<file path="src/rtl/xbd_pkg.sv">
// Shared types for the crossing-count range detector.
// Assumes: a three-state control flow (idle, measuring, done).
package xbd_pkg;
    localparam int CODE_W = 3;

    typedef enum logic [1:0] {
        ST_IDLE = 2'd0,
        ST_MEAS = 2'd1,
        ST_DONE = 2'd2
    } xbd_state_e;
endpackage

</file>
<file path="src/rtl/xbd_edge_sync.sv">
// Synchronises an asynchronous level and flags its rising edges.
// Assumes: the input stays stable for at least one clock period after each change.
module xbd_edge_sync #(
    parameter int STAGES = 2
) (
    input  logic clk,
    input  logic rst_n,
    input  logic async_in,
    output logic rise_o
);
    logic [STAGES-1:0] chain_q;
    logic              prev_q;

    // Synchroniser chain: stage 0 samples the raw input.
    always_ff @(posedge clk) begin
        if (!rst_n) chain_q[0] <= 1'b0;
        else        chain_q[0] <= async_in;
    end

    genvar gi;
    generate
        for (gi = 1; gi < STAGES; gi++) begin : g_stage
            // Each further stage re-samples the one before it.
            always_ff @(posedge clk) begin
                if (!rst_n) chain_q[gi] <= 1'b0;
                else        chain_q[gi] <= chain_q[gi-1];
            end
        end
    endgenerate

    // Keeps last cycle's synchronised level for edge detection.
    always_ff @(posedge clk) begin
        if (!rst_n) prev_q <= 1'b0;
        else        prev_q <= chain_q[STAGES-1];
    end

    assign rise_o = chain_q[STAGES-1] & ~prev_q;
endmodule

</file>
<file path="src/rtl/xbd_window_timer.sv">
// Down-counter that times the measurement window.
// Assumes: a zero length is widened to one cycle; run is high only while measuring.
module xbd_window_timer #(
    parameter int W = 16
) (
    input  logic         clk,
    input  logic         rst_n,
    input  logic         load_i,
    input  logic [W-1:0] len_i,
    input  logic         run_i,
    output logic [W-1:0] remain_o,
    output logic         last_o
);
    logic [W-1:0] remain_q;

    // Load on start, then count down by one each measuring cycle.
    always_ff @(posedge clk) begin
        if (!rst_n)                        remain_q <= '0;
        else if (load_i)                   remain_q <= (len_i == '0) ? W'(1) : len_i;
        else if (run_i && remain_q != '0)  remain_q <= remain_q - W'(1);
    end

    assign remain_o = remain_q;
    assign last_o   = run_i && (remain_q == W'(1));
endmodule

</file>
<file path="src/rtl/xbd_sat_counter.sv">
// Saturating up-counter for the crossing tally.
// Assumes: clear has priority over increment; counting only when enabled.
module xbd_sat_counter #(
    parameter int W = 3
) (
    input  logic         clk,
    input  logic         rst_n,
    input  logic         clr_i,
    input  logic         en_i,
    input  logic         inc_i,
    output logic [W-1:0] cnt_o
);
    localparam logic [W-1:0] CNT_MAX = {W{1'b1}};

    logic [W-1:0] cnt_q;

    // Clear on start; add one per enabled event; stop at all ones.
    always_ff @(posedge clk) begin
        if (!rst_n)                                   cnt_q <= '0;
        else if (clr_i)                               cnt_q <= '0;
        else if (en_i && inc_i && cnt_q != CNT_MAX)   cnt_q <= cnt_q + W'(1);
    end

    assign cnt_o = cnt_q;
endmodule

</file>
<file path="src/rtl/xing_band_detector.sv">
// Top level: one-shot windowed count of comparator crossings, output as a range code.
// Assumes: cmp_in is asynchronous; start_cal is sampled on clk; one measurement per start.
module xing_band_detector
    import xbd_pkg::*;
#(
    parameter int WIN_W       = 16,
    parameter int SYNC_STAGES = 2
) (
    input  logic              clk,
    input  logic              rst_n,
    input  logic              start_cal,
    input  logic              cmp_in,
    input  logic [WIN_W-1:0]  win_len,
    output logic [CODE_W-1:0] range_code,
    output logic              range_valid
);
    xbd_state_e       state_q;
    logic             meas_busy;
    logic             start_take;
    logic             cross_rise;
    logic             win_last;
    logic [WIN_W-1:0] win_remain;

    assign meas_busy  = (state_q == ST_MEAS);
    assign start_take = start_cal && !meas_busy;

    xbd_edge_sync #(.STAGES(SYNC_STAGES)) u_sync (
        .clk      (clk),
        .rst_n    (rst_n),
        .async_in (cmp_in),
        .rise_o   (cross_rise)
    );

    xbd_window_timer #(.W(WIN_W)) u_timer (
        .clk      (clk),
        .rst_n    (rst_n),
        .load_i   (start_take),
        .len_i    (win_len),
        .run_i    (meas_busy),
        .remain_o (win_remain),
        .last_o   (win_last)
    );

    xbd_sat_counter #(.W(CODE_W)) u_tally (
        .clk   (clk),
        .rst_n (rst_n),
        .clr_i (start_take),
        .en_i  (meas_busy),
        .inc_i (cross_rise),
        .cnt_o (range_code)
    );

    // Control flow: idle or done -> measuring on start; measuring -> done at window end.
    always_ff @(posedge clk) begin
        if (!rst_n)          state_q <= ST_IDLE;
        else if (start_take) state_q <= ST_MEAS;
        else if (win_last)   state_q <= ST_DONE;
    end

    assign range_valid = (state_q == ST_DONE);
endmodule

</file>
<file path="config.mk">
export PLATFORM = sky130hd
export DESIGN_NAME = xing_band_detector
export DESIGN_NICKNAME = d
export VERILOG_FILES = /design/src/rtl/xbd_pkg.sv /design/src/rtl/xbd_edge_sync.sv /design/src/rtl/xbd_window_timer.sv /design/src/rtl/xbd_sat_counter.sv /design/src/rtl/xing_band_detector.sv
export SDC_FILE = /design/constraint.sdc
export NUM_CORES = 1
export LEC_CHECK = 0
export BUFFER_PORTS_ARGS = -buffer_cell sky130_fd_sc_hd__buf_2
export CORE_MARGIN = 2
export CORE_UTILIZATION = 42
export CTS_CLUSTER_DIAMETER = 150
export DETAILED_ROUTE_END_ITERATION = 16
export GPL_ROUTABILITY_DRIVEN = 0
export PLACE_DENSITY_LB_ADDON = 0.15
export SKIP_CTS_REPAIR_TIMING = 1
export SLEW_MARGIN = 20
export SYNTH_ARGS = -nofsm -noshare
export SYNTH_HDL_FRONTEND = slang
export SYNTH_SLANG_ARGS = --single-unit
</file>
<file path="constraint.sdc">
create_clock -name clk -period 1.55 [get_ports clk]
set_input_delay 0.0775 -clock clk [delete_from_list [all_inputs] [get_ports clk]]
set_output_delay 0.0775 -clock clk [all_outputs]
set_load 0.02 [all_outputs]
</file>
==> flow_metrics.tcl <==
set metrics [dict create \
    violations "negative setup slack" \
    p_int_uw 1320 \
    synth.distinct_cells 47 \
    clkPwrFrac 0.239 \
    cts_tree "built" \
    synth_area_per_cell_um2 8.62 \
    grtUsageTotal 0.239 \
    ys_seq_area_frac 0.353 \
    crit_fanout 4 \
    crit_required_ns 1.77 \
    die_h_um 61.0 \
    core_area_um2 3080 \
    clk_latency_ns 0.33 \
    comb_power_share 0.387 \
    ir_worst_vdd_mv 0.629 \
    hpwlAfterDp_um 2960 \
    setup_ws_ns -0.261 \
    overflow 0 \
    cts-buffers-inserted 3 \
    cap_violations 0 \
    critPathArrivalTime_ns 2.03 \
    hp-class "in -> reg" \
    initial_core_util 0.443 \
    relSlewSlack 0.651 \
    rsz0062_at_grt "true" \
    synth_edf_count 0 \
    top_level_ports 24 \
    yosys_register_bits 24 \
    diodes 0 \
    endpoint_kind "register" \
    syn_to_final_growth_pct 53.7 \
    startpoint_type "register" \
    synth_flop_cell "dfxtp_1" \
    synth_top_area_frac 0.353 \
    switching_share 0.330 \
    post-route-period-util 1.17 \
    die-area_um2 3720 \
    p_leak_uw 0.000842 \
    async_reset_ff_frac 0 \
    hold_violations 0 \
    syn_nets 182 \
    ff2ff_path_depth 5 \
    synth_warnings 0 \
    whs_ns 0.0201 \
    antenna_found_initial 0 \
    drt_iter0_drc 105 \
    critical_path_class "reg -> reg" \
    ys_top_cells_by_area "dfxtp_1, nor2_1, xor2_1" \
    final-instance-count-excl-fill 265 \
    finalPower_uw 1970 \
    rows 20 \
    drive_gt1_frac 0.502 \
    numClockSinks 24 \
    skew_ns 0.0105 \
    placed_cells 252 \
    period_minus_slack_ns 1.81 \
    die_w_um 61.0 \
    hold_depth 3 \
    h-tree-depth 1 \
    grt_pass1_vias 1379 \
    power_density_nw_per_um2 939 \
    wl_per_cell_um 16.2 \
    drtPass1Iterations 4 \
    max_clock_freq_mhz 552 \
    finalWirelength_um 4280 \
    yosysTopAreaCell "dfxtp_1" \
    tightestPinTransition_ns 0.518 \
    ant_nets 0 \
    cts_root_buf "clkbuf_4" \
    clockBufferDepth 2 \
    grt_pass1_wl_um 6470 \
    vias_per_cell 5.63 \
    seq_power_share 0.374 \
    slew_viol_final 0 \
    num_vias 1492 \
    drc 0 \
    syn_area_um2 1360 \
    grt_max_degree 18 \
    power.net_switching_uw 650 \
    setup_viol 11 \
    status "finished, violations left" \
    nets 246 \
    path_clk_slew_ns 0.14 \
    placement.io_buffers 23 \
    synth_cells 158 \
]
## per-layer routing
layer	GRT usage	up-vias	wire length, µm
met5	0	-	0
met4	0.0652	0	68
met3	0.0320	6	193
met2	0.409	49	2180
met1	0.316	722	1840
li1	-	715	-
## critical path, cell delays in order (launching register included)
cell      delay (ns)
dfxtp_2         0.36
or4_4           0.57
nor4_1          0.38
nand3_1         0.17
o311ai_1        0.14
nor3_1          0.08
## path summary, 6_finish.rpt
check | from | end | slack [ns]
setup / recovery | u_timer.remain_o[0]$_SDFFE_PN0P_ | u_timer.remain_o[9]$_SDFFE_PN0P_ | -0.26
hold / removal | win_len[11] | u_timer.remain_o[11]$_SDFFE_PN0P_ | 0.02
setup reg to reg | u_timer.remain_o[0]$_SDFFE_PN0P_ | u_timer.remain_o[9]$_SDFFE_PN0P_ | -0.26
hold reg to reg | u_sync.chain_q[0]$_SDFF_PN0_ | u_sync.chain_q[1]$_SDFF_PN0_ | 0.46
## cell type report
class                   count  area [µm²]
multi-input cells         122        1010
fillers                   251         983
flip-flops and latches     24         493
repair buffers             66         462
well taps                  44        55.1
clock inverters             1        30.0
clock buffers               3        22.5
inverters                   5        18.8
## synthesized netlist by cell type (all sizes together) (2+ instances only)
cell and instances:
a21oi 9, a311oi 2, a32oi 2, and2 4, buf 4, clkbuf 3
dfxtp 24, ha 4, inv 5, mux2i 3, nand2 6, nand3 10
nand4 3, nor2 17, nor2b 2, nor3 11, nor3b 2, nor4 8
o21ai 12, or3 2, or4 4, xor2 6
## kinds of logic after synthesis
| family | Yosys count | synth area share |
|---|---|---|
| flip-flops | 24 | 0.353 |
| XOR/XNOR | 7 | 0.0450 |
| AO/OA/AOI/OAI | 33 | 0.159 |
| adder cells (fa/ha/maj) | 4 | 0.0367 |
| buffers and inverters | 12 | 0.0413 |
| AND/OR/NAND/NOR | 75 | 0.343 |
| multiplexers | 3 | 0.0220 |
## state kept, by name, summed over array words and instances (netlist names)
register,count
state_q,2
u_sync.chain_q,2
u_sync.prev_q,1
u_tally.cnt_o,3
u_timer.remain_o,16
## layout by cell type, fill, tap and decap left out, types with 2 or more instances in the layout
| cell type | Yosys | routed |
|---|---|---|
| a21oi_1 | 9 | 9 |
| a311oi_1 | 2 | 2 |
| a32oi_1 | 2 | 2 |
| and2_1 | 3 | 3 |
| buf_2 | 3 | 23 |
| buf_4 | 0 | 36 |
| buf_6 | 1 | 5 |
| clkbuf_4 | 0 | 3 |
| dfxtp_1 | 24 | 16 |
| dfxtp_2 | 0 | 7 |
| dlygate4sd3_1 | 0 | 2 |
| ha_1 | 4 | 2 |
| inv_1 | 5 | 2 |
| inv_2 | 0 | 3 |
| mux2i_1 | 3 | 3 |
| nand2_1 | 5 | 3 |
| nand2_2 | 1 | 2 |
| nand3_1 | 10 | 9 |
| nand4_1 | 3 | 3 |
| nor2_1 | 16 | 13 |
| nor2_2 | 0 | 2 |
| nor2_4 | 1 | 2 |
| nor2b_1 | 2 | 2 |
| nor3_1 | 10 | 6 |
| nor3_2 | 1 | 2 |
| nor3_4 | 0 | 3 |
| nor4_1 | 5 | 4 |
| nor4_4 | 2 | 3 |
| o21ai_0 | 10 | 8 |
| o21ai_1 | 2 | 3 |
| or4_1 | 3 | 2 |
| or4_4 | 1 | 2 |
| xor2_1 | 6 | 6 |
## through the flow
step / TNS [ns] / util / setup slack, ns / cell area, µm²
global route: -2.16 / 0.680 / -0.262 / 2090
finish: -0.883 / 0.680 / -0.261 / 2090
floorplan: -0.0903 / - / -0.0491 / 1390
detailed placement: -0.829 / 0.579 / -0.299 / 1780
global placement: -0.544 / 0.579 / -0.324 / 1780
CTS: -1.09 / 0.596 / -0.127 / 1830
## power by group through the flow
stage	Sequential (µW)	Combinational [µW]	Clock, µW
after detailed placement	736	575	0
after CTS	722	579	475
after floorplan	743	316	0
after global placement	734	567	0
after global routing	742	816	513
final	736	761	471
No activity file was read; power rests on OpenSTA's default activity.
